<file path="src/rtl/drc_pkg.sv">
package drc_pkg;

    typedef enum logic [2:0] {
        ST_IDLE,
        ST_ROW,
        ST_COL,
        ST_DATA,
        ST_PRE,
        ST_REF
    } drc_state_e;

endpackage

</file>
<file path="src/rtl/drc_ref_sched.sv">
module drc_ref_sched #(
    parameter int ROW_W   = 11,
    parameter int REF_WIN = 2000000,
    parameter int GAP     = 976
) (
    input  logic             clk,
    input  logic             rst_n,
    input  logic             burst,
    input  logic             take,
    output logic             pending,
    output logic [ROW_W-1:0] row
);
    localparam int ROWS = 1 << ROW_W;
    localparam int CW   = $clog2(REF_WIN + 1);
    localparam int PW   = ROW_W + 2;

    typedef struct packed {
        logic [CW-1:0]    cnt;
        logic [PW-1:0]    pend;
        logic [ROW_W-1:0] row;
    } sched_t;

    sched_t q, d;
    logic [CW-1:0] per;
    logic [PW-1:0] add;
    logic [PW-1:0] sum;
    logic          tick;

    always_comb begin
        d    = q;
        per  = burst ? CW'(REF_WIN - 1) : CW'(GAP - 1);
        tick = (q.cnt >= per);
        d.cnt = tick ? '0 : q.cnt + 1'b1;
        add  = tick ? (burst ? PW'(ROWS) : PW'(1)) : '0;
        sum  = q.pend + add - PW'(take);
        if (sum > PW'(ROWS)) begin
            sum = PW'(ROWS);
        end
        d.pend = sum;
        if (take) begin
            d.row = q.row + 1'b1;
        end
    end

    always_ff @(posedge clk) begin
        if (!rst_n) begin
            q <= '0;
        end else begin
            q <= d;
        end
    end

    assign pending = (q.pend != '0);
    assign row     = q.row;

    // the backlog never exceeds one full pass over the rows
    a_r8_pend_cap: assert property (@(posedge clk) disable iff (!rst_n)
        q.pend <= PW'(ROWS));

    // the sequencer only claims a refresh that is owed
    a_r6_take_only_pending: assert property (@(posedge clk) disable iff (!rst_n)
        take |-> pending);

endmodule

</file>
<file path="src/rtl/drc_seq.sv">
module drc_seq
    import drc_pkg::*;
#(
    parameter int ROW_W     = 11,
    parameter int T_RCD     = 2,
    parameter int T_CAS     = 2,
    parameter int T_RAS_REF = 3,
    parameter int T_PRE     = 2
) (
    input  logic               clk,
    input  logic               rst_n,
    input  logic               req,
    input  logic               wr,
    input  logic [2*ROW_W-1:0] addr,
    input  logic               wdata,
    input  logic               ref_pend,
    input  logic [ROW_W-1:0]   ref_row,
    output logic               ref_take,
    output logic               busy,
    output logic               done,
    output logic               rdata,
    output logic [ROW_W-1:0]   mem_addr,
    output logic               ras_n,
    output logic               cas_n,
    output logic               we_n,
    output logic               dout,
    output logic               doe,
    input  logic               din
);
    localparam int TA   = (T_RCD > T_CAS) ? T_RCD : T_CAS;
    localparam int TB   = (T_RAS_REF > T_PRE) ? T_RAS_REF : T_PRE;
    localparam int TMAX = (TA > TB) ? TA : TB;
    localparam int CW   = $clog2(TMAX + 1);
    localparam int PCW  = $clog2(T_PRE + 1);

    typedef struct packed {
        drc_state_e         st;
        logic [CW-1:0]      cnt;
        logic [2*ROW_W-1:0] adr;
        logic               wr;
        logic               wd;
        logic               rd;
        logic [ROW_W-1:0]   rrow;
    } seq_t;

    seq_t q, d;

    always_comb begin
        d        = q;
        ref_take = 1'b0;
        unique case (q.st)
            ST_IDLE: begin
                if (ref_pend) begin
                    d.st     = ST_REF;
                    d.cnt    = CW'(T_RAS_REF - 1);
                    d.rrow   = ref_row;
                    ref_take = 1'b1;
                end else if (req) begin
                    d.st  = ST_ROW;
                    d.cnt = CW'(T_RCD - 1);
                    d.adr = addr;
                    d.wr  = wr;
                    d.wd  = wdata;
                end
            end
            ST_ROW: begin
                if (q.cnt == '0) begin
                    d.st  = ST_COL;
                    d.cnt = CW'(T_CAS - 1);
                end else begin
                    d.cnt = q.cnt - 1'b1;
                end
            end
            ST_COL: begin
                if (q.cnt == '0) begin
                    d.st = ST_DATA;
                    if (!q.wr) begin
                        d.rd = din;
                    end
                end else begin
                    d.cnt = q.cnt - 1'b1;
                end
            end
            ST_DATA: begin
                d.st  = ST_PRE;
                d.cnt = CW'(T_PRE - 1);
            end
            ST_PRE: begin
                if (q.cnt != '0) begin
                    d.cnt = q.cnt - 1'b1;
                end else if (ref_pend) begin
                    d.st     = ST_REF;
                    d.cnt    = CW'(T_RAS_REF - 1);
                    d.rrow   = ref_row;
                    ref_take = 1'b1;
                end else begin
                    d.st = ST_IDLE;
                end
            end
            ST_REF: begin
                if (q.cnt == '0) begin
                    d.st  = ST_PRE;
                    d.cnt = CW'(T_PRE - 1);
                end else begin
                    d.cnt = q.cnt - 1'b1;
                end
            end
            default: d.st = ST_IDLE;
        endcase
    end

    always_ff @(posedge clk) begin
        if (!rst_n) begin
            q    <= '0;
            q.st <= ST_IDLE;
        end else begin
            q <= d;
        end
    end

    always_comb begin
        ras_n = !(q.st inside {ST_ROW, ST_COL, ST_DATA, ST_REF});
        cas_n = (q.st != ST_COL);
        we_n  = !((q.st inside {ST_ROW, ST_COL}) && q.wr);
        unique case (q.st)
            ST_REF:  mem_addr = q.rrow;
            ST_ROW:  mem_addr = q.adr[2*ROW_W-1:ROW_W];
            default: mem_addr = q.adr[ROW_W-1:0];
        endcase
        dout  = q.wd;
        doe   = (q.st == ST_COL) && q.wr;
        done  = (q.st == ST_DATA);
        busy  = (q.st != ST_IDLE) || ref_pend;
        rdata = q.rd;
    end

    // Counts the cycles the row strobe has been high (checker state)
    logic [PCW-1:0] hi_cnt_q;
    always_ff @(posedge clk) begin
        if (!rst_n) begin
            hi_cnt_q <= PCW'(T_PRE);
        end else if (!ras_n) begin
            hi_cnt_q <= '0;
        end else if (hi_cnt_q != PCW'(T_PRE)) begin
            hi_cnt_q <= hi_cnt_q + 1'b1;
        end
    end

    a_r2_cas_inside_ras: assert property (@(posedge clk) disable iff (!rst_n)
        !cas_n |-> !ras_n);

    a_r2_row_before_col: assert property (@(posedge clk) disable iff (!rst_n)
        $fell(cas_n) |-> $past(!ras_n));

    a_r3_we_setup: assert property (@(posedge clk) disable iff (!rst_n)
        $fell(cas_n) |-> $stable(we_n));

    a_r4_done_single: assert property (@(posedge clk) disable iff (!rst_n)
        done |=> !done);

    a_r4_busy_at_done: assert property (@(posedge clk) disable iff (!rst_n)
        done |-> busy);

    a_r6_refresh_pins: assert property (@(posedge clk) disable iff (!rst_n)
        ref_take |=> (!ras_n && cas_n && mem_addr == $past(ref_row)));

    a_r9_precharge: assert property (@(posedge clk) disable iff (!rst_n)
        $fell(ras_n) |-> (hi_cnt_q >= PCW'(T_PRE)));

endmodule

</file>
<file path="src/rtl/dram_mux_refresh_ctrl.sv">
module dram_mux_refresh_ctrl #(
    parameter int ADDR_W    = 22,
    parameter int CLK_MHZ   = 250,
    parameter int REF_MS    = 8,
    parameter int T_RCD     = 2,
    parameter int T_CAS     = 2,
    parameter int T_RAS_REF = 3,
    parameter int T_PRE     = 2
) (
    input  logic                clk,
    input  logic                rst_n,
    input  logic                burst_mode,
    input  logic                host_req,
    input  logic                host_wr,
    input  logic [ADDR_W-1:0]   host_addr,
    input  logic                host_wdata,
    output logic                host_rdata,
    output logic                host_busy,
    output logic                host_done,
    output logic [ADDR_W/2-1:0] mem_addr,
    output logic                mem_ras_n,
    output logic                mem_cas_n,
    output logic                mem_we_n,
    output logic                mem_dout,
    output logic                mem_doe,
    input  logic                mem_din
);
    localparam int ROW_W   = ADDR_W / 2;
    localparam int ROWS    = 1 << ROW_W;
    localparam int REF_WIN = REF_MS * CLK_MHZ * 1000;
    localparam int GAP     = REF_WIN / ROWS;

    logic             ref_pend;
    logic             ref_take;
    logic [ROW_W-1:0] ref_row;

    drc_ref_sched #(
        .ROW_W  (ROW_W),
        .REF_WIN(REF_WIN),
        .GAP    (GAP)
    ) u_sched (
        .clk    (clk),
        .rst_n  (rst_n),
        .burst  (burst_mode),
        .take   (ref_take),
        .pending(ref_pend),
        .row    (ref_row)
    );

    drc_seq #(
        .ROW_W    (ROW_W),
        .T_RCD    (T_RCD),
        .T_CAS    (T_CAS),
        .T_RAS_REF(T_RAS_REF),
        .T_PRE    (T_PRE)
    ) u_seq (
        .clk     (clk),
        .rst_n   (rst_n),
        .req     (host_req),
        .wr      (host_wr),
        .addr    (host_addr),
        .wdata   (host_wdata),
        .ref_pend(ref_pend),
        .ref_row (ref_row),
        .ref_take(ref_take),
        .busy    (host_busy),
        .done    (host_done),
        .rdata   (host_rdata),
        .mem_addr(mem_addr),
        .ras_n   (mem_ras_n),
        .cas_n   (mem_cas_n),
        .we_n    (mem_we_n),
        .dout    (mem_dout),
        .doe     (mem_doe),
        .din     (mem_din)
    );

endmodule

</file>
<file path="config.mk">
export PLATFORM = sky130hd
export DESIGN_NAME = dram_mux_refresh_ctrl
export DESIGN_NICKNAME = d
export VERILOG_FILES = /design/src/rtl/drc_pkg.sv /design/src/rtl/drc_ref_sched.sv /design/src/rtl/drc_seq.sv /design/src/rtl/dram_mux_refresh_ctrl.sv
export SDC_FILE = /design/constraint.sdc
export NUM_CORES = 1
export LEC_CHECK = 0
export BUFFER_PORTS_ARGS = -buffer_cell sky130_fd_sc_hd__buf_2
export CAP_MARGIN = 0
export CORE_MARGIN = 10
export CORE_UTILIZATION = 25
export CTS_BUF_LIST = sky130_fd_sc_hd__clkbuf_2 sky130_fd_sc_hd__clkbuf_4 sky130_fd_sc_hd__clkbuf_8
export DETAILED_ROUTE_END_ITERATION = 10
export SYNTH_ARGS = -nofsm -noshare
export SYNTH_HDL_FRONTEND = slang
export SYNTH_SLANG_ARGS = --single-unit
</file>
<file path="constraint.sdc">
create_clock -name clk -period 4.62 [get_ports clk]
set_input_delay 1.155 -clock clk [delete_from_list [all_inputs] [get_ports clk]]
set_output_delay 1.155 -clock clk [all_outputs]
set_load 0.005 [all_outputs]
</file>
==> impl_metrics.xml <==
<?xml version="1.0" encoding="UTF-8"?>
<metrics>
  <group name="detailed_routing">
    <metric name="viasPerCell" unit="">4.54</metric>
    <metric name="drt_drc_violations_left" unit="">0</metric>
    <metric name="num_vias" unit="">3860</metric>
    <metric name="routed_wire_length_per_instance" unit="microns">12.5</metric>
    <metric name="drt_iter0_markers" unit="">291</metric>
    <metric name="drt_pass_1_iters" unit="">4</metric>
    <metric name="route.antenna.remaining_nets" unit="">0</metric>
    <metric name="finalWirelength" unit="microns">10700</metric>
  </group>
  <group name="timing">
    <metric name="final-setup-viol-count" unit="">0</metric>
    <metric name="timing_hold_violations_final" unit="">0</metric>
    <metric name="timing.final.crit_period" unit="ns">4.27</metric>
    <metric name="rsz0062_at_grt" unit="">true</metric>
    <metric name="timing.max_slew.rel_slack" unit="%">32.9</metric>
    <metric name="hold_ws" unit="ns">0.465</metric>
    <metric name="timing.clock.skew" unit="ns">0.0197</metric>
    <metric name="timing.fmax" unit="MHz">234</metric>
    <metric name="layout_worst_path_cycle_share" unit="%">92.4</metric>
    <metric name="worstMarginPinSlew" unit="ns">1.00</metric>
    <metric name="finalMaxSlewViolations" unit="">0</metric>
  </group>
  <group name="setup_path">
    <metric name="worstPathRequired" unit="ns">4.91</metric>
    <metric name="startpoint_type" unit="">primary input</metric>
    <metric name="worst_ep_arrival_time" unit="ns">4.56</metric>
    <metric name="endpoint" unit="">u_sched.q[17]</metric>
    <metric name="kind_of_critical_path" unit="">in2reg</metric>
    <metric name="reg2reg_setup_slack" unit="ns">0.43</metric>
    <metric name="crit_fanout" unit="">7</metric>
    <metric name="critical_path.startpoint" unit="">burst_mode</metric>
    <metric name="timing.critical_path.max_delay_family" unit="">compound AO/OA/AOI/OAI gates</metric>
    <metric name="crit_chain" unit="">buf_2, inv_1, ha_1, nand3_1, o21bai_1, a21oi_1, o21a_1, o21a_1, nor2_1, ha_1, inv_1, fa_1, and2b_1, o21ai_0, a211oi_1, mux2i_1, o21ai_1, nor4b_2</metric>
    <metric name="regToRegEndpoint" unit="">u_sched.q[17]</metric>
    <metric name="critical_path_capture_point_type" unit="">flop</metric>
    <metric name="rr_worst_depth" unit="">16</metric>
    <metric name="regToRegStartpoint" unit="">u_sched.q[13]</metric>
    <metric name="critical-path-slowest-cell" unit="">a211oi_1</metric>
    <metric name="critical-path-max-stage-delay" unit="ns">0.38</metric>
    <metric name="critical_path_cell_count" unit="">18</metric>
    <metric name="critPathBufInv" unit="">3</metric>
  </group>
  <group name="power">
    <metric name="powerDensity" unit="mW/mm^2">529</metric>
    <metric name="ir_drop" unit="V">0.000183</metric>
    <metric name="power.total" unit="mW">2.92</metric>
    <metric name="standby_leakage_power" unit="nW">2.18</metric>
  </group>
  <group name="finish">
    <metric name="layoutNonFillerInstCount" unit="">850</metric>
    <metric name="nNetsFinal" unit="">675</metric>
    <metric name="area_delta_synth_final" unit="%">15.3</metric>
    <metric name="num-fill-cells" unit="">2006</metric>
    <metric name="diodes" unit="">0</metric>
    <metric name="multi_input_comb_area" unit="sq mm">0.00285</metric>
    <metric name="seqCellArea" unit="sq mm">0.00172</metric>
    <metric name="final_layout_size_suffix_gt1_share" unit="%">14.1</metric>
  </group>
  <group name="placement">
    <metric name="io_buffer_count" unit="">47</metric>
    <metric name="finalWeightedCongestion" unit="">0.776</metric>
    <metric name="dp_hpwl" unit="microns">7800</metric>
    <metric name="placedCellCount" unit="">834</metric>
  </group>
  <group name="logic_synthesis">
    <metric name="post_synth_fa_ha_maj_area_fraction" unit="%">9.31</metric>
    <metric name="yosys_warnings" unit="">0</metric>
    <metric name="post_synth_inst_count" unit="">565</metric>
    <metric name="synth_compound_gate_area_share" unit="%">15.5</metric>
    <metric name="post_synth_mux_area_share" unit="%">5.23</metric>
    <metric name="synth_xor_area_share" unit="%">5.86</metric>
    <metric name="synth_enable_flop_cells" unit="">0</metric>
    <metric name="yosys_register_bits" unit="">86</metric>
    <metric name="async_reset_ff_share" unit="%">0</metric>
    <metric name="synth_top_family_by_area" unit="">simple AND/OR/NAND/NOR gates</metric>
    <metric name="synthFlopType" unit="">dfxtp_1</metric>
    <metric name="postSynthAreaPerCell" unit="sq um">8.46</metric>
    <metric name="yosys.cell_types.count" unit="">60</metric>
    <metric name="synth_seq_area_share" unit="%">36.0</metric>
    <metric name="synth.cell_area" unit="sq mm">0.00478</metric>
    <metric name="yosys.area_share.simple" unit="%">23.5</metric>
    <metric name="postSynthNetCount" unit="">629</metric>
  </group>
  <group name="global_routing">
    <metric name="first_global_vias" unit="">3663</metric>
    <metric name="global_route_usage_over_all_layers" unit="%">8.73</metric>
    <metric name="first_pass_grt_wire_length" unit="microns">17800</metric>
    <metric name="initial_antenna_violation_count" unit="">0</metric>
    <metric name="pin_count_of_the_biggest_net_entering_global_routing" unit="">62</metric>
    <metric name="grt_overflow_total" unit="">0</metric>
  </group>
  <group name="floorplan">
    <metric name="num_rows" unit="">50</metric>
    <metric name="io_pins" unit="">48</metric>
    <metric name="floorplan.initialDensity" unit="%">25.5</metric>
    <metric name="y_dimension_of_the_die" unit="microns">158</metric>
    <metric name="die-width" unit="microns">158</metric>
    <metric name="core_outline_area" unit="sq mm">0.0188</metric>
    <metric name="dieArea" unit="sq mm">0.0251</metric>
  </group>
  <group name="clock_tree">
    <metric name="cts_repair_resize_count" unit="">0</metric>
    <metric name="clock_root_buffer_master" unit="">clkbuf_8</metric>
    <metric name="number_of_buffers_added_to_fix_hold_violations_after_cts" unit="">0</metric>
    <metric name="clock_sink_count" unit="">86</metric>
    <metric name="cts_buffers" unit="">9</metric>
    <metric name="h-tree-depth" unit="">3</metric>
    <metric name="maximum_root_to_sink_buffer_count" unit="">2</metric>
    <metric name="clkTransAtPathRegs" unit="ns">0.09</metric>
    <metric name="tritoncts" unit="">yes</metric>
    <metric name="number_of_buffers_added_for_setup_after_cts" unit="">0</metric>
    <metric name="clock_latency" unit="ns">0.38</metric>
  </group>
  <group name="hold_path">
    <metric name="hold_class" unit="">reg2reg</metric>
  </group>
  <group name="outcome">
    <metric name="run_status" unit="">finished clean</metric>
  </group>
  <group name="flow_run">
    <metric name="cap_violations" unit="">0</metric>
  </group>
</metrics>
metal layers:
layer	share of wire [%]	global-route usage, %
met1	48	10.8
met2	48	14.3
met3	2.4	1.97
met4	1.4	3.57
met5	0	0
how the worst min path moves through the flow:
stage                  startpoint       endpoint  slack (ns)  cells past startpoint
floorplan           u_sched.q[24]  u_sched.q[24]        0.44                      1
global placement       u_seq.dout     u_seq.dout        0.45                      2
detailed placement    u_seq.q[35]    u_seq.q[35]        0.46                      2
CTS                   u_seq.q[26]    u_seq.q[26]        0.47                      2
global route          u_seq.q[26]    u_seq.q[26]        0.49                      2
finish                u_seq.q[26]    u_seq.q[26]        0.46                      2
cell families after synthesis:
family | count (synthesis)
other | 1
multiplexers | 25
AO/OA/AOI/OAI | 108
buffers and inverters | 53
AND/OR/NAND/NOR | 225
flip-flops | 86
XOR/XNOR | 32
adder cells (fa/ha/maj) | 35
through the flow:
step | setup slack [ns] | instance area (sq um) | utilization [%] | setup TNS, ns
after global placement | -0.0127 | 5310 | 28.3 | -0.0127
after global routing | -0.00764 | 5510 | 29.4 | -0.00764
final | 0.350 | 5510 | 29.4 | 0
after detailed placement | -0.0532 | 5310 | 28.3 | -0.273
after floorplan | 0.295 | 4780 | - | 0
after CTS | 0.317 | 5510 | 29.4 | 0
cell usage in the layout (no fill, tap or decap), drive strengths merged, types with 2 or more instances in the layout:
cell type and count:
a211o 3, a211oi 4, a21boi 27, a21o 4, a21oi 19, a311oi 2
a31o 2, and2 11, and3 7, and4 4, buf 60, clkbuf 10
clkinv 2, dfxtp 86, ha 34, inv 30, mux2i 25, nand2 85
nand2b 5, nand3 12, nand4 13, nor2 40, nor2b 17, nor3 13
nor3b 2, nor4 2, nor4b 3, o211ai 2, o21a 3, o21ai 28
o22ai 2, or3 5, xnor2 14, xor2 18
cell type report:
class | count | share of cell area, %
Clock buffer | 10 | 2.50
Tap cell | 234 | 5.31
Inverter | 28 | 1.91
Timing Repair Buffer | 60 | 6.04
Sequential cell | 86 | 31.2
Clock inverter | 6 | 1.25
Multi-Input combinational cell | 426 | 51.8
state kept, by name, summed over array words and instances (netlist names):
name	count
u_sched.q	34
u_seq.dout	1
u_seq.q	39
u_sched.row	11
u_seq.rdata	1
cell usage after synthesis, drive strengths merged, types with 3 or more instances:
cell / n / area share (%)
xnor2: 14 / 2.6
inv: 28 / 2.2
a211oi: 4 / 0.63
a21boi: 27 / 4.2
nand3: 12 / 1.3
nor2b: 17 / 2.2
xor2: 18 / 3.3
o21ai: 28 / 2.9
and3: 7 / 0.92
and4: 4 / 0.73
dfxtp: 86 / 36
a211o: 3 / 0.55
nor4b: 3 / 0.94
o21a: 3 / 0.47
clkbuf: 18 / 1.4
nand2: 85 / 6.7
ha: 34 / 8.9
a21oi: 19 / 2.0
a21o: 4 / 0.63
buf: 7 / 0.86
nand4: 13 / 1.7
or3: 5 / 0.65
nor3: 13 / 1.4
nor2: 40 / 3.2
and2: 11 / 1.4
nand2b: 5 / 0.65
mux2i: 25 / 5.2
where the power goes:
group          switching (mW)  leakage (nW)  internal [mW]
combinational           0.803          1.37          0.648
clock                   0.294         0.103          0.268
sequential             0.0797         0.697          0.824
total                    1.18          2.18           1.74
worst reg2reg max path: cells and delay by family (launching register included):
| family | cells | cell delay (ns) |
|---|---|---|
| simple gates | 5 | 1.61 |
| fa+ha+maj | 4 | 0.99 |
| compound gates | 3 | 0.72 |
| flops | 1 | 0.33 |
| mux | 1 | 0.27 |
| buf+inv | 3 | 0.18 |
Note: power is estimated with default switching activity, not from simulation.
